==> src/rtl/i2c_rx_master.sv <==
module i2c_rx_master #(
  parameter int HALF = 8
) (
  input  logic       clk,
  input  logic       rst_n,
  input  logic       ctl_wr,
  input  logic [4:0] ctl_wdata,
  output logic [4:0] ctl_rdata,
  input  logic       dat_rd,
  output logic [7:0] rx_data,
  output logic       scl_oe,
  output logic       sda_oe,
  input  logic       sda_in
);
  localparam int CW   = $clog2(HALF + 1);
  localparam int MID  = HALF / 2;
  localparam int LAST = HALF - 1;

  typedef enum logic [2:0] {S_IDLE, S_LOW, S_HIGH, S_WAIT, S_STOP1, S_STOP2, S_STOP3} st_t;

  st_t         st;
  logic [CW-1:0] cnt;
  logic [3:0]  bitc;
  logic [7:0]  shreg;
  logic        irq, ack_sel, wait_en, dir_tx, busy;
  logic        rd_pend, stop_pend, ack_drv;

  wire phase_end = (cnt == CW'(LAST));
  wire counting  = (st == S_LOW) || (st == S_HIGH) || (st == S_STOP1) ||
                   (st == S_STOP2) || (st == S_STOP3);
  wire clr_flag  = ctl_wr && !ctl_wdata[0];
  wire stop_req  = ctl_wr && !ctl_wdata[4] && busy && dir_tx && !stop_pend;
  wire claim     = ctl_wr && ctl_wdata[4] && !busy;
  wire start_ok  = (st == S_IDLE) && !stop_pend && rd_pend && busy && !dir_tx;
  wire set_wait  = (st == S_HIGH) && phase_end && (bitc == 4'd7) && wait_en;
  wire set_nine  = (st == S_LOW) && phase_end && (bitc == 4'd8) && !wait_en;
  wire stop_done = (st == S_STOP3) && phase_end;

  assign ctl_rdata = {busy, dir_tx, wait_en, ack_sel, irq};

  always_comb begin
    case (st)
      S_IDLE:                   scl_oe = busy;
      S_LOW, S_WAIT, S_STOP1:   scl_oe = 1'b1;
      default:                  scl_oe = 1'b0;
    endcase
  end

  always_comb begin
    case (st)
      S_LOW, S_HIGH:    sda_oe = (bitc == 4'd8) && ack_drv;
      S_STOP1, S_STOP2: sda_oe = 1'b1;
      default:          sda_oe = 1'b0;
    endcase
  end

  always_ff @(posedge clk or negedge rst_n) begin
    if (!rst_n) begin
      ack_sel <= 1'b0;
      wait_en <= 1'b0;
      dir_tx  <= 1'b0;
    end else if (ctl_wr) begin
      ack_sel <= ctl_wdata[1];
      wait_en <= ctl_wdata[2];
      dir_tx  <= ctl_wdata[3];
    end
  end

  always_ff @(posedge clk or negedge rst_n) begin
    if (!rst_n)                   irq <= 1'b0;
    else if (set_wait || set_nine) irq <= 1'b1;
    else if (clr_flag)             irq <= 1'b0;
  end

  always_ff @(posedge clk or negedge rst_n) begin
    if (!rst_n) begin
      busy      <= 1'b0;
      stop_pend <= 1'b0;
    end else begin
      if (claim)     busy <= 1'b1;
      if (stop_req)  stop_pend <= 1'b1;
      if (stop_done) begin
        busy      <= 1'b0;
        stop_pend <= 1'b0;
      end
    end
  end

  always_ff @(posedge clk or negedge rst_n) begin
    if (!rst_n)                                      rd_pend <= 1'b0;
    else if (stop_req || stop_pend)                  rd_pend <= 1'b0;
    else if (dat_rd && busy)                         rd_pend <= 1'b1;
    else if (start_ok)                               rd_pend <= 1'b0;
  end

  always_ff @(posedge clk or negedge rst_n) begin
    if (!rst_n)                   cnt <= '0;
    else if (!counting || phase_end) cnt <= '0;
    else                          cnt <= cnt + 1'b1;
  end

  always_ff @(posedge clk or negedge rst_n) begin
    if (!rst_n) begin
      st      <= S_IDLE;
      bitc    <= '0;
      shreg   <= '0;
      rx_data <= '0;
      ack_drv <= 1'b0;
    end else begin
      case (st)
        S_IDLE: begin
          if (stop_pend) st <= S_STOP1;
          else if (start_ok) begin
            st   <= S_LOW;
            bitc <= '0;
          end
        end
        S_LOW: if (phase_end) st <= S_HIGH;
        S_HIGH: begin
          if (cnt == CW'(MID) && bitc < 4'd8) shreg <= {shreg[6:0], sda_in};
          if (phase_end) begin
            if (bitc == 4'd7) begin
              rx_data <= shreg;
              bitc    <= 4'd8;
              if (wait_en) st <= S_WAIT;
              else begin
                st      <= S_LOW;
                ack_drv <= !ack_sel;
              end
            end else if (bitc == 4'd8) begin
              st <= S_IDLE;
            end else begin
              bitc <= bitc + 4'd1;
              st   <= S_LOW;
            end
          end
        end
        S_WAIT: if (!irq) begin
          st      <= S_LOW;
          ack_drv <= !ack_sel;
        end
        S_STOP1: if (phase_end) st <= S_STOP2;
        S_STOP2: if (phase_end) st <= S_STOP3;
        S_STOP3: if (phase_end) st <= S_IDLE;
        default: st <= S_IDLE;
      endcase
    end
  end

  AST_FREE_BUS_RELEASED: assert property (@(posedge clk) disable iff (!rst_n)
    !busy |-> (!scl_oe && !sda_oe));
  AST_WAIT_HOLDS_SCL: assert property (@(posedge clk) disable iff (!rst_n)
    (st == S_WAIT && irq) |=> scl_oe);
  AST_FLAG_RISE_POINT: assert property (@(posedge clk) disable iff (!rst_n)
    $rose(irq) |-> (st == S_WAIT || (st == S_HIGH && bitc == 4'd8)));
  AST_SDA_STABLE_SCL_HIGH: assert property (@(posedge clk) disable iff (!rst_n)
    (st == S_HIGH) |-> $stable(sda_oe));
  AST_STOP_BLOCKS_READ: assert property (@(posedge clk) disable iff (!rst_n)
    (st == S_IDLE && stop_pend) |=> (st == S_STOP1));
  AST_BUSY_FALL_RELEASED: assert property (@(posedge clk) disable iff (!rst_n)
    $fell(busy) |-> (!scl_oe && !sda_oe));
endmodule

==> config.mk <==
export PLATFORM = sky130hd
export DESIGN_NAME = i2c_rx_master
export DESIGN_NICKNAME = d
export VERILOG_FILES = /design/src/rtl/i2c_rx_master.sv
export SDC_FILE = /design/constraint.sdc
export NUM_CORES = 1
export LEC_CHECK = 0
export ABC_AREA = 1
export BUFFER_PORTS_ARGS = -buffer_cell sky130_fd_sc_hd__buf_4
export CAP_MARGIN = 5
export CORE_MARGIN = 1.5
export CORE_UTILIZATION = 57
export DETAILED_ROUTE_END_ITERATION = 7
export GPL_TIMING_DRIVEN = 1
export PLACE_DENSITY_LB_ADDON = 0.1
export SETUP_SLACK_MARGIN = 0.1
export SKIP_CTS_REPAIR_TIMING = 1
export SYNTH_ARGS = -nofsm -noshare
export SYNTH_HDL_FRONTEND = slang
export SYNTH_SLANG_ARGS = --single-unit
==> constraint.sdc <==
create_clock -name clk -period 1.6 [get_ports clk]
set_input_delay 0.16 -clock clk [delete_from_list [all_inputs] [get_ports clk]]
set_output_delay 0.16 -clock clk [all_outputs]
set_load 0.02 [all_outputs]
### Word level (Yosys, flattened, before mapping)

Index checks and enable logic that the tools add are counted.

| storage, ports and cells | value |
|---|---|
| input bits | 10 |
| logic and storage cells | 124 |
| register bits | 35 |
| output and inout port bits | 15 |

| cells by class | value |
|---|---|
| add/sub/neg operators | 2 |
| order comparisons | 1 |
| muxes and demuxes | 35 |
| equality and inequality tests | 22 |
| reduce and logical (&&, ||, !) cells | 51 |

Operators by type and width:

| operator | number |
|---|---|
| 2-to-1 mux 3 bit | 9 |
| 2-to-1 mux 4 bit | 6 |
| logical AND 1 bit | 21 |
| case mux 3 bit (7 select lines) | 1 |
| inequality test 2 bit, second input constant | 9 |
| 2-to-1 mux 1 bit | 14 |
| == test 4 x 3 -> 1 bit, second input constant | 3 |
| AND reduction 5 bit | 2 |
| nonzero test 2 bit | 5 |
| == test 3 bit, second input constant | 3 |
| adder 4 x 1 -> 4 bit, second input constant | 2 |
| logical NOT 1 bit | 8 |
| case mux 4 bit (2 select lines) | 1 |
| logical OR 1 bit | 7 |
| AND reduction 7 bit | 1 |
| == test 3 x 2 -> 1 bit, second input constant | 2 |
| inequality test 3 bit, second input constant | 2 |
| case mux 1 bit (2 select lines) | 3 |
| == test 4 bit, second input constant | 1 |
| less-than comparator 4 bit, second input constant | 1 |
| OR reduction 2 bit | 2 |
| == test 3 x 1 -> 1 bit, second input constant | 1 |
| logical NOT 3 bit | 1 |
| AND reduction 3 bit | 1 |
| 5 further kinds | 5 |

### Depth between registers and ports, before layout

| depth | value |
|---|---|
| depth after elaboration | 8 |
| mapped depth | 9 |
| gate-level depth less buffers | 8 |

### Worst setup path before layout

No wires, ideal clock.

| path | value |
|---|---|
| path type | flip-flop to flip-flop |
| from | register bitc[0] |
| to | register rx_data[5] |
| setup time | 121 ps |
| cell stages (with the launch flop) | 10 |
| arrival | 1194 ps |
| path slack | 285 ps |
| required time | 1479 ps |
| clock period less this slack | 1315 ps |
| path through | dfrtp_1 -> ha_1 -> nand2_1 -> inv_1 -> nand2_1 -> inv_1 -> nand3_4 -> buf_6 -> nand2_1 -> o21ai_1 |

| between the ends | value |
|---|---|
| longest elaborated chain between the ends | 2 |

RTL lines:

| what | RTL line | RTL |
|---|---|---|
| start, declared | 23 | `logic [3:0] bitc;` |
| start signal, assigned | 133 | `bitc <= bitc + 4'd1;` |
| == test 4 x 3 -> 1 bit | 122 | `if (bitc == 4'd7) begin` |
| AND reduction 3 bit (no line) | - |  |
| end signal, assigned | 123 | `rx_data <= shreg;` |
| end, declared | 10 | `output logic [7:0] rx_data,` |

Every way passes these cells.
A chain may end at the register's enable or synchronous reset.

### Worst setup path in the final report

| path | value |
|---|---|
| from | register st[1] |
| to | output port sda_oe |

| between the ends | value |
|---|---|
| longest elaborated chain between the ends | 3 |
| elaborated cells between the ends (all ways) | 7 |

RTL lines:

| what | RTL line | RTL |
|---|---|---|
| start, declared | 21 | `st_t st;` |
| start signal, assigned | 104 | `st <= S_IDLE;` |
| start signal, assigned | 112 | `if (stop_pend) st <= S_STOP1;` |
| start signal, assigned | 114 | `st <= S_LOW;` |
| == test 3 bit, or another cell as far along | 50 | `case (st)` |
| OR reduction 2 bit | 50 |  |
| case mux 1 bit (2 select lines) (*) | 50 |  |
| end, declared | 12 | `output logic sda_oe,` |

Every way passes the cells marked *; elsewhere a longest branch is shown, timed or not.

==> impl_metrics.py <==
metrics = {
    "floorplanning": {
        "die_h_um": 60.31,
        "core_area_um2": 3078,
        "start_util_pct": 60.81,
        "num_rows": 20,
        "io_pins": 25,
        "die-area_um2": 3637,
        "die_w_um": 60.31,
    },
    "global_route": {
        "first_global_vias": 1445,
        "grt_overflow": 0,
        "grt_pass1_wl_um": 6168,
        "antenna_found_initial": 0,
        "grt_max_degree": 36,
        "grtUsageTotal_pct": 23.47,
    },
    "cts": {
        "clkTransAtPathRegs_ns": 0.11,
        "cts_tree": "built",
        "clockRootBuffer": "clkbuf_4",
        "cts_max_level": 2,
        "cts_buffers": 5,
        "clk_path_buf_depth": 2,
        "clk_latency_ns": 0.34,
        "cts_sinks": 35,
    },
    "route": {
        "wirelength_um": 4017,
        "drc": 0,
        "first_iter_violations": 89,
        "met2_length_um": 2164,
        "vias": 1546,
        "highest_layer": "met4",
        "met3_length_um": 163,
        "wl_per_cell_um": 13.62,
        "routedLengthMet1_um": 1636,
        "final_antenna_net_count": 0,
        "vias_per_cell": 5.241,
        "drt_first_pass_iters": 4,
    },
    "timing": {
        "hold_viol_final": 0,
        "worst_slew_pin_slew_ns": 0.4507,
        "setup_tns_ns": -0.1189,
        "fin_crit_ns": 1.719,
        "fin_crit_sh_pct": 107.4,
        "max_freq_mhz": 581.8,
        "finalMaxSlewViolations": 0,
        "holdWs_ns": 0.04368,
        "worst_slack_ns": -0.1189,
        "grt_setup_unrepaired": "yes",
        "setup_violations": 1,
        "fin_skew_ns": 0.01381,
        "relSlewSlack_pct": 69.95,
    },
    "finish": {
        "drive_gt1_share_pct": 33.47,
        "final_cell_area_um2": 2285,
        "nets": 265,
        "layout_common_cells": "nand2_1, dfrtp_1, buf_4",
        "fin_util_pct": 74.23,
        "n_fill_cell": 237,
        "layout_commonest_cell": "nand2_1",
        "final_cells": 295,
        "syn2layout_area_growth_pct": 22.06,
        "n_antenna_cell": 0,
    },
    "worst_setup_path": {
        "r2r_slack_ns": 0.03,
        "critPathLaunchType": "flop",
        "crit_type": "flop to output port",
        "cp.arrival_ns": 1.56,
        "rr_worst_depth": 9,
        "crit_required_ns": 1.44,
        "r2r_end": "bitc[0]$_DFFE_PN0P_",
        "r2r_start": "bitc[0]$_DFFE_PN0P_",
        "path_max_fanout": 7,
        "cp-end-kind": "output port",
    },
    "synth": {
        "syn_inst": 215,
        "yosysUniqueCellTypes": 31,
        "synth_seq_area_share_pct": 46.79,
        "ys_seq_elements": 35,
        "yosys_warnings": 0,
        "syn-cell-area_um2": 1872,
        "synthesis.nets": 229,
        "syn_area_per_cell_um2": 8.706,
    },
    "place": {
        "dp_hpwl_um": 2710,
        "placed_cells": 277,
        "placed_area_um2": 2058,
        "numPortBuffers": 24,
        "pre_cts_ws_ns": 0.1281,
        "gp_congestion": 0.9762,
    },
    "flow_run": {
        "drv_cap": 0,
    },
    "run_status": {
        "status": "finished with violations",
        "failed_checks": "negative setup slack",
    },
    "worst_hold_path": {
        "hp-start": "ctl_wdata[2]",
        "hp-class": "input port to flop",
        "hold-path-endpoint": "wait_en$_DFFE_PN0P_",
        "holdPathStages": 3,
    },
    "pwr": {
        "power.total_mw": 2.941,
        "cellPowerDensity_nw_per_um2": 1287,
        "p_leak_nw": 1.088,
        "max-vdd-ir-drop_mv": 0.8163,
    },
}
-- synthesized netlist by cell type (all sizes together) --
master	number	area (um^2)
o21ai	28	170.2
o211ai	1	7.510
nor3	3	15.01
or2	1	6.260
nand2	48	187.7
buf	9	75.07
nor2	22	121.4
nand4	7	58.81
xor2	1	8.760
a21oi	5	28.78
nor3b	1	7.510
nand3	18	125.1
inv	28	107.6
dfrtp	35	875.8
clkbuf	1	3.750
a31o	1	8.760
nor2b	1	6.260
a21boi	1	7.510
ha	4	50.05
-- critical path, cell delays in order (launching register included) --
cell	delay, ns
dfrtp_2	0.44
buf_4	0.17
or2_1	0.27
nand2_1	0.09
a31o_4	0.15
buf_6	0.11
-- per-layer routing --
layer | up-vias | global-route usage [%]
met2 | 32 | 41.77
met3 | 5 | 6.494
met4 | 0 | 9.206
met1 | 744 | 26.54
met5 | - | 0
li1 | 765 | -
-- power breakdown --
group          internal [mW]  switching (mW)
registers               1.02           0.118
clock network          0.203           0.278
logic                  0.523           0.801
total                   1.74            1.20
-- cell type report --
| class | count | area [um^2] | area share, % |
|---|---|---|---|
| inverter | 28 | 110.1 | 4.819 |
| sequential | 35 | 878.3 | 38.44 |
| clock buffer | 6 | 51.30 | 2.245 |
| multi-input combinational | 143 | 873.3 | 38.23 |
| clock inverter | 1 | 5.005 | 0.2191 |
| tap | 44 | 55.05 | 2.410 |
| timing repair buffer | 38 | 311.5 | 13.64 |
-- how the worst max path moves through the flow --
stage / startpoint / to / cells after the start
2_1_floorplan: bitc[0]$_DFFE_PN0P_ / rx_data[5]$_DFFE_PN0P_ / 9
5_1_grt: st[1]$_DFFE_PN0P_ / sda_oe / 5
4_1_cts: bitc[0]$_DFFE_PN0P_ / sda_oe / 7
6_report: st[1]$_DFFE_PN0P_ / sda_oe / 5
3_3_place_gp: st[2]$_DFFE_PN0P_ / bitc[0]$_DFFE_PN0P_ / 7
3_5_place_dp: st[2]$_DFFE_PN0P_ / bitc[0]$_DFFE_PN0P_ / 7
-- registers in the layout (all words and copies together), names as in the netlist --
name	count
bitc	4
wait_en	1
dir_tx	1
busy	1
ack_sel	1
rx_data	8
st	3
cnt	4
stop_pend	1
shreg	8
rd_pend	1
irq	1
ack_drv	1
-- logic make-up (layout without fill, tap and decap cells) --
kind of cell	after synthesis	in the layout	share of synthesized area, %
AND/OR/NAND/NOR	101	102	28.21
buffers and inverters	38	73	9.959
AO/OA/AOI/OAI	36	36	11.90
flip-flops	35	35	46.79
adder cells (fa/ha/maj)	4	4	2.674
XOR/XNOR	1	1	0.4680
Note: power is estimated with default switching activity, not from simulation.
